$ cat src/rtl/mbus_pkg.sv
package mbus_pkg;

   localparam int BYTE_W = 8;
   localparam int ADDR_W = 12;

   // command codes carried in header bits [7:4]
   localparam logic [3:0] OP_NOP    = 4'h0;
   localparam logic [3:0] OP_STAGE  = 4'h1;
   localparam logic [3:0] OP_COMMIT = 4'h2;
   localparam logic [3:0] OP_READ   = 4'h3;
   localparam logic [3:0] OP_RDRESP = 4'h4;
   localparam logic [3:0] OP_WRACK  = 4'h5;

   typedef enum logic [1:0] {
      PH_HEAD,
      PH_ADDR,
      PH_DATA
   } phase_e;

   typedef struct packed {
      logic [ADDR_W-1:0] addr;
      logic [BYTE_W-1:0] data;
   } wr_ent_t;

endpackage

$ cat src/rtl/mbus_frame_rx.sv
module mbus_frame_rx
   import mbus_pkg::*;
(
   input  logic        clk,
   input  logic        rst_n,
   input  logic [7:0]  rx_byte,
   output logic        stage_req,
   output logic        commit_req,
   output logic        read_req,
   output wr_ent_t     req_ent
);

   phase_e     ph_q;
   logic [3:0] op_q;
   logic [3:0] ahi_q;
   logic [7:0] alo_q;
   logic       op_known;

   // only request codes open a frame; NOP and response codes are dropped
   assign op_known = (rx_byte[7:4] == OP_STAGE) || (rx_byte[7:4] == OP_COMMIT) ||
                     (rx_byte[7:4] == OP_READ);

   always_ff @(posedge clk or negedge rst_n) begin
      if (!rst_n) begin
         ph_q  <= PH_HEAD;
         op_q  <= OP_NOP;
         ahi_q <= '0;
         alo_q <= '0;
      end else begin
         case (ph_q)
            PH_HEAD: begin
               if (op_known) begin
                  op_q  <= rx_byte[7:4];
                  ahi_q <= rx_byte[3:0];
                  ph_q  <= PH_ADDR;
               end
            end
            PH_ADDR: begin
               alo_q <= rx_byte;
               ph_q  <= (op_q == OP_READ) ? PH_HEAD : PH_DATA;
            end
            default: ph_q <= PH_HEAD;
         endcase
      end
   end

   always_comb begin
      stage_req    = (ph_q == PH_DATA) && (op_q == OP_STAGE);
      commit_req   = (ph_q == PH_DATA) && (op_q == OP_COMMIT);
      read_req     = (ph_q == PH_ADDR) && (op_q == OP_READ);
      req_ent.addr = (ph_q == PH_ADDR) ? {ahi_q, rx_byte} : {ahi_q, alo_q};
      req_ent.data = rx_byte;
   end

   // a read request always returns the parser to header phase
   a_r2_read_ends_frame: assert property (@(posedge clk) disable iff (!rst_n)
      read_req |=> (ph_q == PH_HEAD));

   // a write data byte always closes the frame
   a_r2_write_ends_frame: assert property (@(posedge clk) disable iff (!rst_n)
      (stage_req || commit_req) |=> (ph_q == PH_HEAD));

endmodule

$ cat src/rtl/mbus_wbuf.sv
module mbus_wbuf
   import mbus_pkg::*;
#(
   parameter int DEPTH = 4
)(
   input  logic                  clk,
   input  logic                  rst_n,
   input  logic                  push,
   input  wr_ent_t               push_ent,
   input  logic                  clear,
   output wr_ent_t [DEPTH-1:0]   ents,
   output logic [DEPTH-1:0]      valid,
   output logic                  overflow
);

   localparam int CNT_W = $clog2(DEPTH + 1);

   logic [CNT_W-1:0] cnt_q;
   logic             full;

   if (DEPTH < 1) begin : g_bad_depth
      $error("mbus_wbuf: DEPTH must be at least 1");
   end

   assign full = (cnt_q == CNT_W'(DEPTH));

   always_ff @(posedge clk or negedge rst_n) begin
      if (!rst_n) begin
         cnt_q    <= '0;
         overflow <= 1'b0;
      end else if (clear) begin
         cnt_q <= '0;
      end else if (push) begin
         if (full) overflow <= 1'b1;
         else      cnt_q    <= cnt_q + 1'b1;
      end
   end

   for (genvar g = 0; g < DEPTH; g++) begin : g_slot
      always_ff @(posedge clk or negedge rst_n) begin
         if (!rst_n)
            ents[g] <= '0;
         else if (push && !clear && !full && (cnt_q == CNT_W'(g)))
            ents[g] <= push_ent;
      end
      assign valid[g] = (CNT_W'(g) < cnt_q);
   end

   a_r11_ovf_sticky: assert property (@(posedge clk) disable iff (!rst_n)
      overflow |=> overflow);

   a_r11_count_bound: assert property (@(posedge clk) disable iff (!rst_n)
      cnt_q <= CNT_W'(DEPTH));

   a_r7_hold_when_quiet: assert property (@(posedge clk) disable iff (!rst_n)
      (!push && !clear) |=> ($stable(cnt_q) && $stable(ents)));

   a_r4_empty_after_commit: assert property (@(posedge clk) disable iff (!rst_n)
      clear |=> (valid == '0));

endmodule

$ cat src/rtl/mbus_regfile.sv
module mbus_regfile
   import mbus_pkg::*;
#(
   parameter int         RPR        = 2,
   parameter int         DEPTH      = 4,
   parameter logic [7:0] PULSE_MASK = 8'hF0,
   localparam int        NREG       = 4 * RPR
)(
   input  logic                  clk,
   input  logic                  rst_n,
   input  logic                  commit,
   input  wr_ent_t               commit_ent,
   input  wr_ent_t [DEPTH-1:0]   buf_ents,
   input  logic [DEPTH-1:0]      buf_valid,
   input  logic [ADDR_W-1:0]     rd_addr,
   output logic [7:0]            rd_data,
   output logic [NREG*8-1:0]     regs
);

   localparam logic [9:0]        RPR_L     = 10'(RPR);
   localparam logic [NREG*8-1:0] PULSE_ALL = {NREG{PULSE_MASK}};
   localparam logic [NREG*8-1:0] LEVEL_ALL = {NREG{~PULSE_MASK}};

   if (RPR < 1 || RPR > 1023) begin : g_bad_rpr
      $error("mbus_regfile: RPR must lie in 1..1023");
   end

   logic [7:0] q   [NREG];
   logic [7:0] nxt [NREG];

   // region in [11:10], offset in [9:0]; -1 marks an unmapped address
   function automatic int map_idx(input logic [ADDR_W-1:0] a);
      if (a[9:0] >= RPR_L) return -1;
      return int'(a[11:10]) * RPR + int'(a[9:0]);
   endfunction

   always_comb begin
      for (int i = 0; i < NREG; i++) begin
         nxt[i] = q[i] & ~PULSE_MASK;
         if (commit) begin
            for (int e = 0; e < DEPTH; e++)
               if (buf_valid[e] && (map_idx(buf_ents[e].addr) == i))
                  nxt[i] = buf_ents[e].data;
            if (map_idx(commit_ent.addr) == i)
               nxt[i] = commit_ent.data;
         end
      end
   end

   for (genvar g = 0; g < NREG; g++) begin : g_reg
      always_ff @(posedge clk or negedge rst_n) begin
         if (!rst_n) q[g] <= '0;
         else        q[g] <= nxt[g];
      end
      assign regs[g*8 +: 8] = q[g];
   end

   always_comb begin
      rd_data = '0;
      for (int i = 0; i < NREG; i++)
         if (map_idx(rd_addr) == i) rd_data = q[i];
   end

   a_r9_pulse_self_clear: assert property (@(posedge clk) disable iff (!rst_n)
      ((|(regs & PULSE_ALL)) && !commit) |=> !(|(regs & PULSE_ALL)));

   a_r8_level_hold: assert property (@(posedge clk) disable iff (!rst_n)
      !commit |=> $stable(regs & LEVEL_ALL));

   a_r3_no_change_without_commit: assert property (@(posedge clk) disable iff (!rst_n)
      (!commit && !(|(regs & PULSE_ALL))) |=> $stable(regs));

endmodule

$ cat src/rtl/mbus_endpoint.sv
module mbus_endpoint
   import mbus_pkg::*;
#(
   parameter int         REGS_PER_REGION = 2,
   parameter int         STAGE_DEPTH     = 4,
   parameter logic [7:0] PULSE_MASK      = 8'hF0,
   localparam int        NREG            = 4 * REGS_PER_REGION
)(
   input  logic              clk,
   input  logic              rst_n,
   input  logic [7:0]        mbus_in,
   output logic [7:0]        mbus_out,
   output logic [NREG*8-1:0] reg_q,
   output logic              stage_ovf
);

   localparam logic [7:0] ACK_BYTE = {OP_WRACK, 4'h0};
   localparam logic [7:0] RDC_BYTE = {OP_RDRESP, 4'h0};

   logic                      stage_req;
   logic                      commit_req;
   logic                      read_req;
   wr_ent_t                   req_ent;
   wr_ent_t [STAGE_DEPTH-1:0] buf_ents;
   logic [STAGE_DEPTH-1:0]    buf_valid;
   logic [7:0]                rd_data;
   logic [7:0]                tx_q;
   logic [7:0]                rd_hold;
   logic                      rd_pend;

   mbus_frame_rx u_rx (
      .clk        (clk),
      .rst_n      (rst_n),
      .rx_byte    (mbus_in),
      .stage_req  (stage_req),
      .commit_req (commit_req),
      .read_req   (read_req),
      .req_ent    (req_ent)
   );

   mbus_wbuf #(.DEPTH(STAGE_DEPTH)) u_wbuf (
      .clk      (clk),
      .rst_n    (rst_n),
      .push     (stage_req),
      .push_ent (req_ent),
      .clear    (commit_req),
      .ents     (buf_ents),
      .valid    (buf_valid),
      .overflow (stage_ovf)
   );

   mbus_regfile #(
      .RPR        (REGS_PER_REGION),
      .DEPTH      (STAGE_DEPTH),
      .PULSE_MASK (PULSE_MASK)
   ) u_regs (
      .clk        (clk),
      .rst_n      (rst_n),
      .commit     (commit_req),
      .commit_ent (req_ent),
      .buf_ents   (buf_ents),
      .buf_valid  (buf_valid),
      .rd_addr    (req_ent.addr),
      .rd_data    (rd_data),
      .regs       (reg_q)
   );

   // response driver: completion header, then the captured data beat
   always_ff @(posedge clk or negedge rst_n) begin
      if (!rst_n) begin
         tx_q    <= '0;
         rd_hold <= '0;
         rd_pend <= 1'b0;
      end else if (rd_pend) begin
         tx_q    <= rd_hold;
         rd_pend <= 1'b0;
      end else if (read_req) begin
         tx_q    <= RDC_BYTE;
         rd_hold <= rd_data;
         rd_pend <= 1'b1;
      end else if (commit_req) begin
         tx_q <= ACK_BYTE;
      end else begin
         tx_q <= '0;
      end
   end

   assign mbus_out = tx_q;

   a_r5_ack_after_commit: assert property (@(posedge clk) disable iff (!rst_n)
      commit_req |=> (mbus_out == ACK_BYTE));

   a_r6_rdc_after_read: assert property (@(posedge clk) disable iff (!rst_n)
      read_req |=> (mbus_out == RDC_BYTE));

   a_r12_quiet_without_request: assert property (@(posedge clk) disable iff (!rst_n)
      (!commit_req && !read_req && !rd_pend) |=> (mbus_out == 8'h00));

endmodule

$ cat config.mk
export PLATFORM = sky130hd
export DESIGN_NAME = mbus_endpoint
export DESIGN_NICKNAME = d
export VERILOG_FILES = /design/src/rtl/mbus_pkg.sv /design/src/rtl/mbus_frame_rx.sv /design/src/rtl/mbus_wbuf.sv /design/src/rtl/mbus_regfile.sv /design/src/rtl/mbus_endpoint.sv
export SDC_FILE = /design/constraint.sdc
export NUM_CORES = 1
export LEC_CHECK = 0
export CAP_MARGIN = 20
export CORE_MARGIN = 2
export CORE_UTILIZATION = 45
export CTS_CLUSTER_DIAMETER = 40
export DETAILED_ROUTE_END_ITERATION = 16
export DONT_BUFFER_PORTS = 1
export PLACE_DENSITY = 0.69
export SLEW_MARGIN = 20
export SYNTH_ARGS = -nofsm -noshare
export SYNTH_HDL_FRONTEND = slang
export SYNTH_SLANG_ARGS = --single-unit
$ cat constraint.sdc
create_clock -name clk -period 5.2 [get_ports clk]
set_input_delay 0.26 -clock clk [delete_from_list [all_inputs] [get_ports clk]]
set_output_delay 0.26 -clock clk [all_outputs]
set_load 0.03 [all_outputs]
-- After elaboration in Yosys (flattened, before gate mapping)
Index checks and enable logic that the tools add are counted.
- bitwise operators: 2
- eq/ne operators: 56
- reduce and logical (&&, ||, !) cells: 74
- multiplexer cells: 94
- add/sub/neg operators: 6
- order comparisons: 9
- operators by type and width (operator ; count):
    equality test 32 x 4 -> 1 bit (second input constant) ; 24
    two-way mux 32 bit ; 16
    two-way mux 8 bit ; 58
    equality test 32 x 3 -> 1 bit (second input constant) ; 12
    equality test 32 x 2 -> 1 bit (second input constant) ; 6
    zero test 32 bit ; 6
    adder 3 x 10 -> 11 bit ; 5
    >= comparator 10 x 2 -> 1 bit (second input constant) ; 5
    logical AND 1 bit ; 41
    nonzero test 5 bit ; 8
    AND reduction 2 bit ; 11
    equality test 4 x 2 -> 1 bit (second input constant) ; 4
    two-way mux 7 bit ; 2
    two-way mux 1 bit ; 12
    two-way mux 3 bit ; 3
    equality test 4 x 1 -> 1 bit (second input constant) ; 2
    equality test 3 x 2 -> 1 bit (second input constant) ; 2
    < comparator 1 x 3 -> 1 bit (first input constant) ; 2
    < comparator 2 x 3 -> 1 bit (first input constant) ; 2
    two-way mux 2 bit ; 2
    != test 2 x 1 -> 1 bit (second input constant) ; 2
    one-hot mux 2 bit (2 select lines) ; 1
    adder 3 x 1 -> 3 bit (second input constant) ; 1
    equality test 3 x 1 -> 1 bit (second input constant) ; 1
    10 further kinds ; 13
- input port bits: 10
- output and inout bits: 73
- bits in registers: 183
- word-level logic and storage cells: 274

-- Logic depth before layout (Yosys ltp)
Gate-level depths: netlist of the first run.
- depth in word-level cells: 14
- depth in mapped cells: 15
- depth with buffers taken out: 12

-- Modules after synthesis
A second synthesis of the first run with hierarchy kept.
- cells, all modules: 1185
- area total of the unflattened synthesis: 11842.6 µm²
- modules (own cells, without submodules) (module ; area an instance (µm²) ; times used ; cells each ; sequential area each (µm²)):
    mbus_regfile ; 6977.9 ; 1 ; 894 ; 1601.5
    mbus_wbuf ; 3459.6 ; 1 ; 196 ; 2102.0
    mbus_frame_rx ; 764.5 ; 1 ; 55 ; 450.4
    mbus_endpoint ; 640.6 ; 1 ; 40 ; 425.4

-- Worst setup path before layout of the first run
Ideal clock, no wire load.
- kind: register to register
- from: reg u_rx.ph_q[1]
- to: reg rd_hold[3]
- data required time: 5.071 ns
- clock period less this slack: 3.435 ns
- arrival: 3.306 ns
- library setup time: 0.129 ns
- path slack: 1.765 ns
- path buffers: 3
- cell stages (with the launch flop): 16
- cells stage by stage: dfrtp_1 > nand2b_1 > buf_2 > mux2i_1 > inv_1 > ha_1 > ha_1 > or3_1 > a211oi_1 > o221a_2 > clkbuf_1 > nand2_1 > clkbuf_1 > a2111oi_0 > o21bai_1 > a21oi_1
- RTL lines (what ; line ; text):
    start: declaration ; mbus_frame_rx.sv:13 ; phase_e ph_q;
    start signal: assignment ; mbus_frame_rx.sv:40 ; ph_q <= (op_q == OP_READ) ? PH_HEAD : PH_DATA;
    end signal: assignment ; mbus_endpoint.sv:79 ; rd_hold <= rd_data;
    end: declaration ; mbus_endpoint.sv:28 ; logic [7:0] rd_hold;

==> impl_metrics.csv, run 1 <==
group,metric,value,unit
status,outcome,"finished, final reports clean",
power,seq_power_share,47.3,%
detailed_routing,detail_route.drc_violations,0,
power,finalPower,0.00436,W
clock_tree,clock_sinks,183,
power,power.static_leakage,4.64,nW
cells_and_area,drive_gt1_share,10.8,%
clock_tree,clock_tree.root_cell,"clkbuf_16",
clock_tree,post-cts-setup-buffer-count,0,
clock_tree,cts_buffers,17,
timing,drv_slew,0,
floorplanning,top_level_ports,83,
detailed_routing,detail_route.iter0.violations,1545,
floorplanning,die_x,159,µm
setup_path,crit_required,5550,ps
placement,dp_hpwl,26.2,mm
setup_path,critPathLaunchType,"flip-flop",
timing,fin_tns_setup,0,ps
clock_tree,clock_tree_from_tritoncts,"built",
clock_tree,cts-htree-levels,4,
synthesis,syn_area_per_cell,8.88,µm²
power,comb_power_share,23.2,%
clock_tree,path_clk_slew,60,ps
synthesis,synthDistinctLibCells,71,
timing,fmax_achieved,235,MHz
global_routing,first_pass_grt_wire_length,55.5,mm
synthesis,synth_async_sr_flop_share,100,%
synthesis,synth_area_leaders,"dfrtp_1 43%, a21oi_1 6.0%, mux2_2 5.8%",
synthesis,synth_top_area_share,42.6,%
synthesis,post_synth_inst_count,1210,
cells_and_area,num_antenna_cells,0,
global_routing,initial_antenna_violation_count,1,
cells_and_area,area_overhead_of_the_layout_relative_to_synthesis,7.63,%
clock_tree,clock_path_buffers,2,
detailed_routing,vias_per_cell,6.46,
detailed_routing,wl_met1,14.9,mm
detailed_routing,wl_met3,3.63,mm
synthesis,warnings_from_yosys,0,
synthesis,dominantRegCellSynth,"dfrtp_1",
timing,hold_viol,0,
global_routing,gr-total-overflow,0,
timing,finalCritPeriodShare,81.9,%
floorplanning,floorplan.initialDensity,45.8,%
timing,worst-slew-pin-transition,1220,ps
power,clock_power_share,29.5,%
placement,dpl_cell_area,10900,µm²
floorplanning,design.die.area,25100,µm²
synthesis,synth.net_count,1233,
clock_tree,post_cts_hold_buffer_count,10,
cells_and_area,final.fill_count,2214,
setup_path,timing.critical_path.arrival,4610,ps
floorplanning,core_footprint,23500,µm²
timing,layout_min_cycle_time,4260,ps
global_routing,grt_max_degree,184,
setup_path,worstSetupEndpointType,"flip-flop",
detailed_routing,drt-total-wl,36.6,mm
detailed_routing,dr.max_layer_used,"met4",
timing,timing.slew.headroom,17.8,%
cells_and_area,final_cell_count_no_fill,1481,
timing,timing.clock.skew,12.0,ps
timing,grt_setup_unrepaired,"no",
global_routing,first_global_vias,8863,
detailed_routing,final_antenna_net_count,0,
placement,port_buffers,0,
power,power_density,377,nW/µm²
floorplanning,dieHeight,159,µm
synthesis,dominant_cell_type_by_area_after_synthesis,"dfrtp_1",
setup_path,crit_path_max_fanout,14,
detailed_routing,dr_total_vias,9574,
synthesis,number_of_flops_mapped_to_enable_cells_by_yosys,0,
clock_tree,cts_resized,0,
placement,dp_cells,1441,
cells_and_area,fin_util,49.3,%
detailed_routing,met2RoutedLength,16.3,mm
timing,timing.final.setup_violations,0,
floorplanning,fp-row-count,56,
power,switchingPower,0.00156,W
hold_path,hold_class,"input pin to flip-flop",
synthesis,ys_seq_elements,183,
job,cap_viol_max_count,0,
power,power_switching_share,35.7,%
detailed_routing,routed_wire_length_per_instance,24.7,µm
synthesis,post_synth_design_cell_area,10700,µm²
cells_and_area,finish.instance_area,11600,µm²
power,power_report.internal_total,0.00280,W
clock_tree,clkLatencyLatePin,450,ps
synthesis,synth_sequential_area_ratio,42.6,%
global_routing,grt_use_total,29.7,%
power,peakVddDrop,0.000183,V
detailed_routing,drt_first_pass_iters,7,
placement,gp_routability_congestion,1.03,
cells_and_area,layout.nets,1174,
setup_path,setup.worst_path.class,"flip-flop to flip-flop",
flip-flops by register name, indices dropped and copies added, names as in the netlist:
signal,cells
mbus_out,8
u_wbuf.ents,80
u_rx.op_q,4
rd_pend,1
u_regs.regs,64
u_rx.ahi_q,4
rd_hold,8
u_wbuf.cnt_q,3
u_wbuf.overflow,1
u_rx.ph_q,2
u_rx.alo_q,8
synthesized netlist by cell type, types with 18 or more instances:
library cell / count
o21ai_0: 102
a21oi_1: 128
dfrtp_1: 183
nand2_1: 128
mux2i_1: 58
o211ai_1: 37
inv_1: 35
a31oi_1: 19
mux2_2: 55
buf_1: 18
nor3_1: 24
clkbuf_1: 72
nor2_1: 98
nand3_1: 28
critical path: stages (launching register included):
cell and delay [ps]:
dfrtp_1 390, nand2b_1 550, mux2i_1 460, inv_1 90, ha_1 190, ha_1 190, or3_1 310, a211oi_1 270
o221ai_1 430, or3_1 690, a21oi_1 370, nor2_1 70, a21oi_1 160
metrics by stage:
| stage | setup WS, ps | hold slack (ps) |
|---|---|---|
| 2_1_floorplan | 1760 | -35.6 |
| 3_3_place_gp | 1340 | -32.0 |
| 3_5_place_dp | 1120 | -32.2 |
| 4_1_cts | 1070 | 16.6 |
| 5_1_grt | 663 | 20.3 |
| 6_report | 940 | 29.0 |
cells in the final DEF (no fill, tap or decap), drive strengths merged, types with 20 or more instances in the layout:
cell / synthesis / layout
a21oi: 128 / 128
clkbuf: 75 / 20
dfrtp: 183 / 183
inv: 35 / 38
mux2: 59 / 59
mux2i: 58 / 58
nand2: 128 / 128
nand3: 28 / 28
nor2: 98 / 98
nor3: 28 / 28
o211ai: 37 / 37
o21ai: 106 / 106
path summary, 6_finish.rpt:
path | startpoint | end | slack, ps | cells past startpoint
max in group asynchronous | rst_n | u_wbuf.ents[45] | 3920 | 2
setup / recovery | u_rx.ph_q[1] | u_regs.regs[58] | 940 | 12
hold reg to reg | u_wbuf.ents[12] | u_wbuf.ents[12] | 480 | 2
setup reg to reg | u_rx.ph_q[1] | u_regs.regs[58] | 940 | 12
min in group asynchronous | rst_n | mbus_out[5] | 490 | 2
hold / removal | mbus_in[7] | u_rx.op_q[1] | 30 | 3
layout make-up:
class	count	area, µm²	share of cell area (%)
Multi-Input combinational cell	886	5640	48.7
Sequential cell	183	4580	39.6
Clock buffer	20	447	3.86
Tap cell	319	399	3.45
Timing Repair Buffer	27	245	2.12
Inverter	36	135	1.17
Clock inverter	10	121	1.05
logic make-up (layout without fill, tap and decap cells):
group	count (synthesis)	after routing	share of synthesized area, %
AO/OA/AOI/OAI	365	365	20.5
XOR/XNOR	2	2	0.163
adder cells (fa/ha/maj)	13	13	1.79
buffers and inverters	141	93	5.19
flip-flops	183	183	42.6
multiplexers	121	121	12.4
AND/OR/NAND/NOR	385	385	17.3
power groups by stage:
stage / Combinational [W] / Sequential, W / Clock, W
2_1_floorplan: 0.000911 / 0.00181 / 0
5_1_grt: 0.00113 / 0.00209 / 0.00136
4_1_cts: 0.00100 / 0.00204 / 0.00130
3_3_place_gp: 0.000915 / 0.00206 / 0
6_report: 0.00101 / 0.00206 / 0.00128
3_5_place_dp: 0.000948 / 0.00207 / 0
metal layers:
| metal | GRT usage, % | vias up |
|---|---|---|
| met5 | 0 | - |
| met4 | 14.1 | 0 |
| met3 | 6.94 | 101 |
| met2 | 45.8 | 591 |
| met1 | 39.6 | 4633 |
| li1 | - | 4249 |
(Power assumes the default switching activity.)
==> run 2: changes to the inputs <==
--- a/config.mk
+++ b/config.mk
@@ -11,7 +11,7 @@
 export CTS_CLUSTER_DIAMETER = 40
 export DETAILED_ROUTE_END_ITERATION = 16
 export DONT_BUFFER_PORTS = 1
-export PLACE_DENSITY = 0.69
+export PLACE_DENSITY = 0.71
 export SLEW_MARGIN = 20
 export SYNTH_ARGS = -nofsm -noshare
 export SYNTH_HDL_FRONTEND = slang
==> constraint.sdc (replaced) <==
create_clock -name clk -period 3.5 [get_ports clk]
set_input_delay 0.175 -clock clk [delete_from_list [all_inputs] [get_ports clk]]
set_output_delay 0.175 -clock clk [all_outputs]
set_load 0.03 [all_outputs]
==> run 2 against run 1 <==
Against the previous run:
- the flow now finishes with violations (negative hold slack)
- power grew 49%
- first-iteration DRC count shrank 20%
- worst hold slack lost 620 ps
- routed wire length grew 2.3%
- sequential cell count is the same
- sequential share of layout area shrank 1.1 points
- critical path type unchanged
- critical endpoint is now u_regs.regs[50]
- highest routed layer unchanged
==> impl_metrics.csv, run 2 (synthesis results as in run 1) <==
group,metric,value,unit
status,outcome,"complete, but fails checks",
status,failing_checks,"negative hold slack",
cells_and_area,num_antenna_cells,0,
detailed_routing,routed_wire_length_per_instance,24.5,µm
floorplanning,design.die.area,25100,µm²
cells_and_area,final.fill_count,2147,
global_routing,initial_antenna_violation_count,1,
placement,port_buffers,0,
global_routing,grt_use_total,30.4,%
placement,pre_cts_slack,12.6,ps
timing,fin_tns_setup,0,ps
global_routing,first_pass_grt_wire_length,56.3,mm
timing,worst-slew-pin-transition,1010,ps
cells_and_area,fin_util,50.7,%
detailed_routing,dr_total_vias,9688,
clock_tree,path_clk_slew,80,ps
setup_path,crit_path_max_fanout,6,
cells_and_area,mostFrequentLayoutCell,"dfrtp_1",
global_routing,gr-total-overflow,0,
clock_tree,clock_sinks,183,
clock_tree,clock_tree.root_cell,"clkbuf_16",
setup_path,setup.worst_path.class,"flip-flop to flip-flop",
timing,worst_slack,191,ps
setup_path,crit_required,3860,ps
timing,finalCritPeriodShare,94.6,%
setup_path,rrSetupSlack,190,ps
cells_and_area,multi_input_area,5630,µm²
detailed_routing,drt-total-wl,37.4,mm
clock_tree,clkLatencyLatePin,450,ps
detailed_routing,final_antenna_net_count,0,
timing,fmax_achieved,302,MHz
timing,timing.slew.headroom,32.0,%
cells_and_area,drive_gt1_share,14.1,%
setup_path,timing.critical_path.arrival,3670,ps
cells_and_area,mostFrequentLayoutCells,"183 x dfrtp_1, 128 x a21oi_1, 128 x nand2_1, 102 x o21ai_0, 98 x nor2_1",
floorplanning,dieHeight,159,µm
timing,grt_setup_unrepaired,"no",
setup_path,worstSetupEndpointType,"flip-flop",
detailed_routing,detail_route.iter0.violations,1238,
setup_path,critPathLaunchType,"flip-flop",
floorplanning,floorplan.initialDensity,45.8,%
timing,layout_min_cycle_time,3310,ps
floorplanning,die_x,159,µm
setup_path,worst_r2r_endpoint,"u_regs.regs[50]",
clock_tree,clock_tree_from_tritoncts,"built",
clock_tree,cts-htree-levels,4,
power,peakVddDrop,0.000391,V
cells_and_area,seqCellArea,4580,µm²
power,power.static_leakage,4.86,nW
timing,drv_slew,0,
timing,finalHoldWorstSlack,-594,ps
hold_path,hold_class,"input pin to async pin",
floorplanning,fp-row-count,56,
timing,timing.final.setup_violations,0,
clock_tree,post_cts_hold_buffer_count,10,
global_routing,grt_max_degree,184,
detailed_routing,vias_per_cell,6.34,
power,finalPower,0.00649,W
power,power_density,546,nW/µm²
global_routing,first_global_vias,9280,
timing,hold_viol,183,
placement,gp_routability_congestion,1.02,
floorplanning,core_footprint,23500,µm²
cells_and_area,number_of_flip_flops_under_the_largest_register_name,80,
setup_path,rr_worst_depth,13,
setup_path,regToRegStartpoint,"u_rx.ph_q[1]",
cells_and_area,layout.nets,1218,
timing,timing.clock.skew,14.6,ps
detailed_routing,drt_first_pass_iters,6,
job,cap_viol_max_count,0,
detailed_routing,detail_route.drc_violations,0,
cells_and_area,area_overhead_of_the_layout_relative_to_synthesis,10.7,%
clock_tree,cts_buffers,17,
floorplanning,top_level_ports,83,
cells_and_area,largest_register,"u_wbuf.ents",
placement,dp_hpwl,26.9,mm
clock_tree,clock_path_buffers,2,
run 2: how the worst max path moves through the flow:
stage	startpoint	end	depth (start not counted)
floorplan	u_rx.ph_q[1]	rd_hold[3]	15
global placement	u_rx.ph_q[1]	u_regs.regs[19]	12
detailed placement	u_rx.ph_q[1]	rd_hold[3]	12
CTS	u_rx.ph_q[1]	u_regs.regs[50]	13
global route	u_rx.ph_q[1]	u_regs.regs[50]	13
finish	u_rx.ph_q[1]	u_regs.regs[50]	13
run 2: area by class of cell:
| class | instances | share of cell area (%) |
|---|---|---|
| clock inverters | 15 | 1.36 |
| repair buffers | 71 | 4.69 |
| flip-flops and latches | 183 | 38.5 |
| multi-input cells | 886 | 47.4 |
| inverters | 36 | 1.14 |
| clock buffers | 17 | 3.58 |
| well taps | 319 | 3.36 |
run 2: timing repair:
action / in CTS / in global routing
pin swaps: 0 / 0
resized for setup: 1 / 2
setup buffers: 2 / 0
endpoints found under the hold margin: 264 / 183
setup endpoints to repair: 1 / 26
run 2: report_power, final:
group          switching [W]  internal (W)  total [W]
Clock               0.000959      0.000955    0.00191
Combinational       0.000905      0.000637    0.00154
Sequential          0.000549       0.00249    0.00304
run 2: metrics by stage:
step,std cells,area [µm²]
after global routing,1527,11900
after detailed placement,1483,11200
after floorplan,1210,10700
after CTS,1527,11900
final,1527,11900
after global placement,1483,11200
run 2: layer usage:
layer,track usage [%],part of all wire [%]
met5,0,0
met4,13.7,4.1
met3,7.43,10
met2,47.0,45
met1,40.5,41
run 2: critical path, stage by stage, from the launching register on:
cell,delay (ps)
dfrtp_1,400
nand2b_2,240
mux2i_1,210
inv_1,70
ha_1,180
ha_1,160
or3_1,310
a211oi_2,270
o221ai_1,200
buf_4,190
or3_1,480
nand2_1,200
o21ai_0,120
a31oi_1,180
==> run 3: changes to the inputs <==
--- a/config.mk
+++ b/config.mk
@@ -11,7 +11,6 @@
 export CTS_CLUSTER_DIAMETER = 40
 export DETAILED_ROUTE_END_ITERATION = 16
 export DONT_BUFFER_PORTS = 1
-export PLACE_DENSITY = 0.71
 export SLEW_MARGIN = 20
 export SYNTH_ARGS = -nofsm -noshare
 export SYNTH_HDL_FRONTEND = slang
==> run 3 against run 2 <==
Against the previous run:
- the flow still finishes with violations (negative hold slack)
- non-clock buffer count grew 1
- sequential share of layout area fell by 0.085 points
- cell count about the same
- largest power group unchanged
==> impl_metrics.csv, run 3 (synthesis results as in run 1) <==
group,metric,value,unit
placement,dp_cells,1484,
timing,timing.slew.headroom,26.9,%
timing,worst-slew-pin-transition,1090,ps
floorplanning,floorplan.initialDensity,45.8,%
timing,finalHoldWorstSlack,-574,ps
hold_path,hold_class,"input pin to async pin",
floorplanning,fp-row-count,56,
setup_path,rr_worst_depth,13,
clock_tree,clock_tree.root_cell,"clkbuf_16",
cells_and_area,mostFrequentLayoutCells,"183 x dfrtp_1, 128 x nand2_1, 127 x a21oi_1, 102 x o21ai_0, 98 x nor2_1",
global_routing,initial_antenna_violation_count,0,
clock_tree,clock_sinks,183,
setup_path,crit_path_max_fanout,6,
clock_tree,clock_tree_from_tritoncts,"built",
global_routing,gr-total-overflow,0,
detailed_routing,final_antenna_net_count,0,
detailed_routing,detail_route.iter0.violations,954,
setup_path,worstSetupEndpointType,"flip-flop",
timing,timing.clock.skew,13.3,ps
status,outcome,"complete, but fails checks",
timing,timing.final.setup_violations,0,
global_routing,first_global_vias,9022,
cells_and_area,number_of_flip_flops_under_the_largest_register_name,80,
timing,layout_min_cycle_time,3320,ps
floorplanning,top_level_ports,83,
cells_and_area,num_antenna_cells,0,
timing,finalCritPeriodShare,95.0,%
setup_path,rrSetupSlack,180,ps
clock_tree,post_cts_hold_buffer_count,10,
floorplanning,die_x,159,µm
detailed_routing,dr_total_vias,9466,
timing,fmax_achieved,301,MHz
setup_path,cp_slowest_stage_delay,480,ps
detailed_routing,drt_first_pass_iters,5,
detailed_routing,drt-total-wl,38.6,mm
setup_path,regToRegStartpoint,"u_rx.ph_q[1]",
clock_tree,clkLatencyLatePin,440,ps
cells_and_area,mostFrequentLayoutCell,"dfrtp_1",
timing,worst_slack,176,ps
detailed_routing,detail_route.drc_violations,0,
setup_path,setup.worst_path.class,"flip-flop to flip-flop",
setup_path,list_of_cells_traversed_by_the_critical_path,"nand2b_1, mux2i_1, inv_1, ha_1, ha_1, or3_1, a211oi_1, o221ai_2, buf_4, or3_1, nand2_1, o211ai_1, o21ai_0",
floorplanning,design.die.area,25100,µm²
setup_path,worst_r2r_endpoint,"u_regs.regs[51]",
placement,pre_cts_slack,197,ps
clock_tree,path_clk_slew,70,ps
clock_tree,cts_buffers,17,
floorplanning,dieHeight,159,µm
global_routing,grt_max_degree,184,
placement,gp_routability_congestion,0.991,
setup_path,timing.critical_path.arrival,3680,ps
detailed_routing,routed_wire_length_per_instance,25.3,µm
power,power.static_leakage,4.87,nW
global_routing,first_pass_grt_wire_length,57.7,mm
clock_tree,clock_path_buffers,2,
cells_and_area,drive_gt1_share,14.1,%
power,power_density,548,nW/µm²
detailed_routing,vias_per_cell,6.20,
global_routing,grt_use_total,31.5,%
floorplanning,core_footprint,23500,µm²
timing,fin_tns_setup,0,ps
cells_and_area,area_overhead_of_the_layout_relative_to_synthesis,10.9,%
cells_and_area,final_cell_count_no_fill,1528,
timing,drv_slew,0,
placement,port_buffers,0,
power,finalPower,0.00653,W
job,cap_viol_max_count,0,
placement,dp_hpwl,28.1,mm
setup_path,timing.critical_path.slowest_stage_cell,"or3_1",
power,peakVddDrop,0.000399,V
timing,hold_viol,183,
setup_path,critPathLaunchType,"flip-flop",
cells_and_area,largest_register,"u_wbuf.ents",
cells_and_area,layout.nets,1219,
clock_tree,cts-htree-levels,4,
cells_and_area,final.fill_count,2246,
timing,grt_setup_unrepaired,"no",
status,failing_checks,"negative hold slack",
setup_path,crit_required,3860,ps
[run 3: cell count changes in the layout (fill, tap and decap cells not counted), moves of 2 or more]
cell       delta
clkbuf_1      +2
clkinv_8      -3
inv_8         -4
inv_6         +2
bufinv_16     +2
clkinv_4      -2
[run 3: metal layers]
metal,GRT usage [%],share of wire [%]
met2,50.8,46
met1,43.4,43
met3,4.87,7.0
met4,11.0,3.4
met5,0,0
[run 3: how the worst max path moves through the flow]
stage / slack [ps] / cells after the start / endpoint / start
floorplan: 60 / 15 / rd_hold[3] / u_rx.ph_q[1]
global placement: 270 / 13 / u_regs.regs[51] / u_rx.ph_q[1]
detailed placement: 200 / 13 / u_regs.regs[51] / u_rx.ph_q[1]
CTS: 180 / 14 / u_regs.regs[35] / u_rx.ph_q[1]
global route: 20 / 13 / u_regs.regs[51] / u_rx.ph_q[1]
finish: 180 / 13 / u_regs.regs[51] / u_rx.ph_q[1]
[run 3: worst max-delay path: cells and delay by family (launching register included)]
kind / cells / cell delay [ps]
compound gates: 4 / 770
simple gates: 4 / 1210
fa+ha+maj: 2 / 340
buf+inv: 2 / 280
mux: 1 / 270
flops: 1 / 380
[run 3: metrics by stage]
step,instance area [µm²],utilization [%]
3_3_place_gp,11200,47.7
2_1_floorplan,10700,-
6_report,11900,50.8
4_1_cts,11900,50.6
3_5_place_dp,11200,47.7
5_1_grt,11900,50.8
[run 3: cell type report]
cell class / count / area, µm² / area share, %
flip-flops and latches: 183 / 4580 / 38.4
multi-input cells: 886 / 5640 / 47.3
clock inverters: 12 / 140 / 1.18
clock buffers: 20 / 447 / 3.75
inverters: 36 / 135 / 1.13
well taps: 319 / 399 / 3.35
repair buffers: 72 / 578 / 4.85
[run 3: what timing repair did]
item	in CTS	in global routing
gates resized for setup	0	3
hold endpoints to repair	261	183
setup endpoints to repair	0	10
setup buffers	0	2
[run 3: power by group]
group	leakage (nW)	internal, W	total [W]	switching [W]
Combinational	2.33	0.000631	0.00153	0.000896
Sequential	2.25	0.00249	0.00305	0.000556
Clock	0.283	0.00108	0.00196	0.000873
Total	4.87	0.00420	0.00653	0.00232
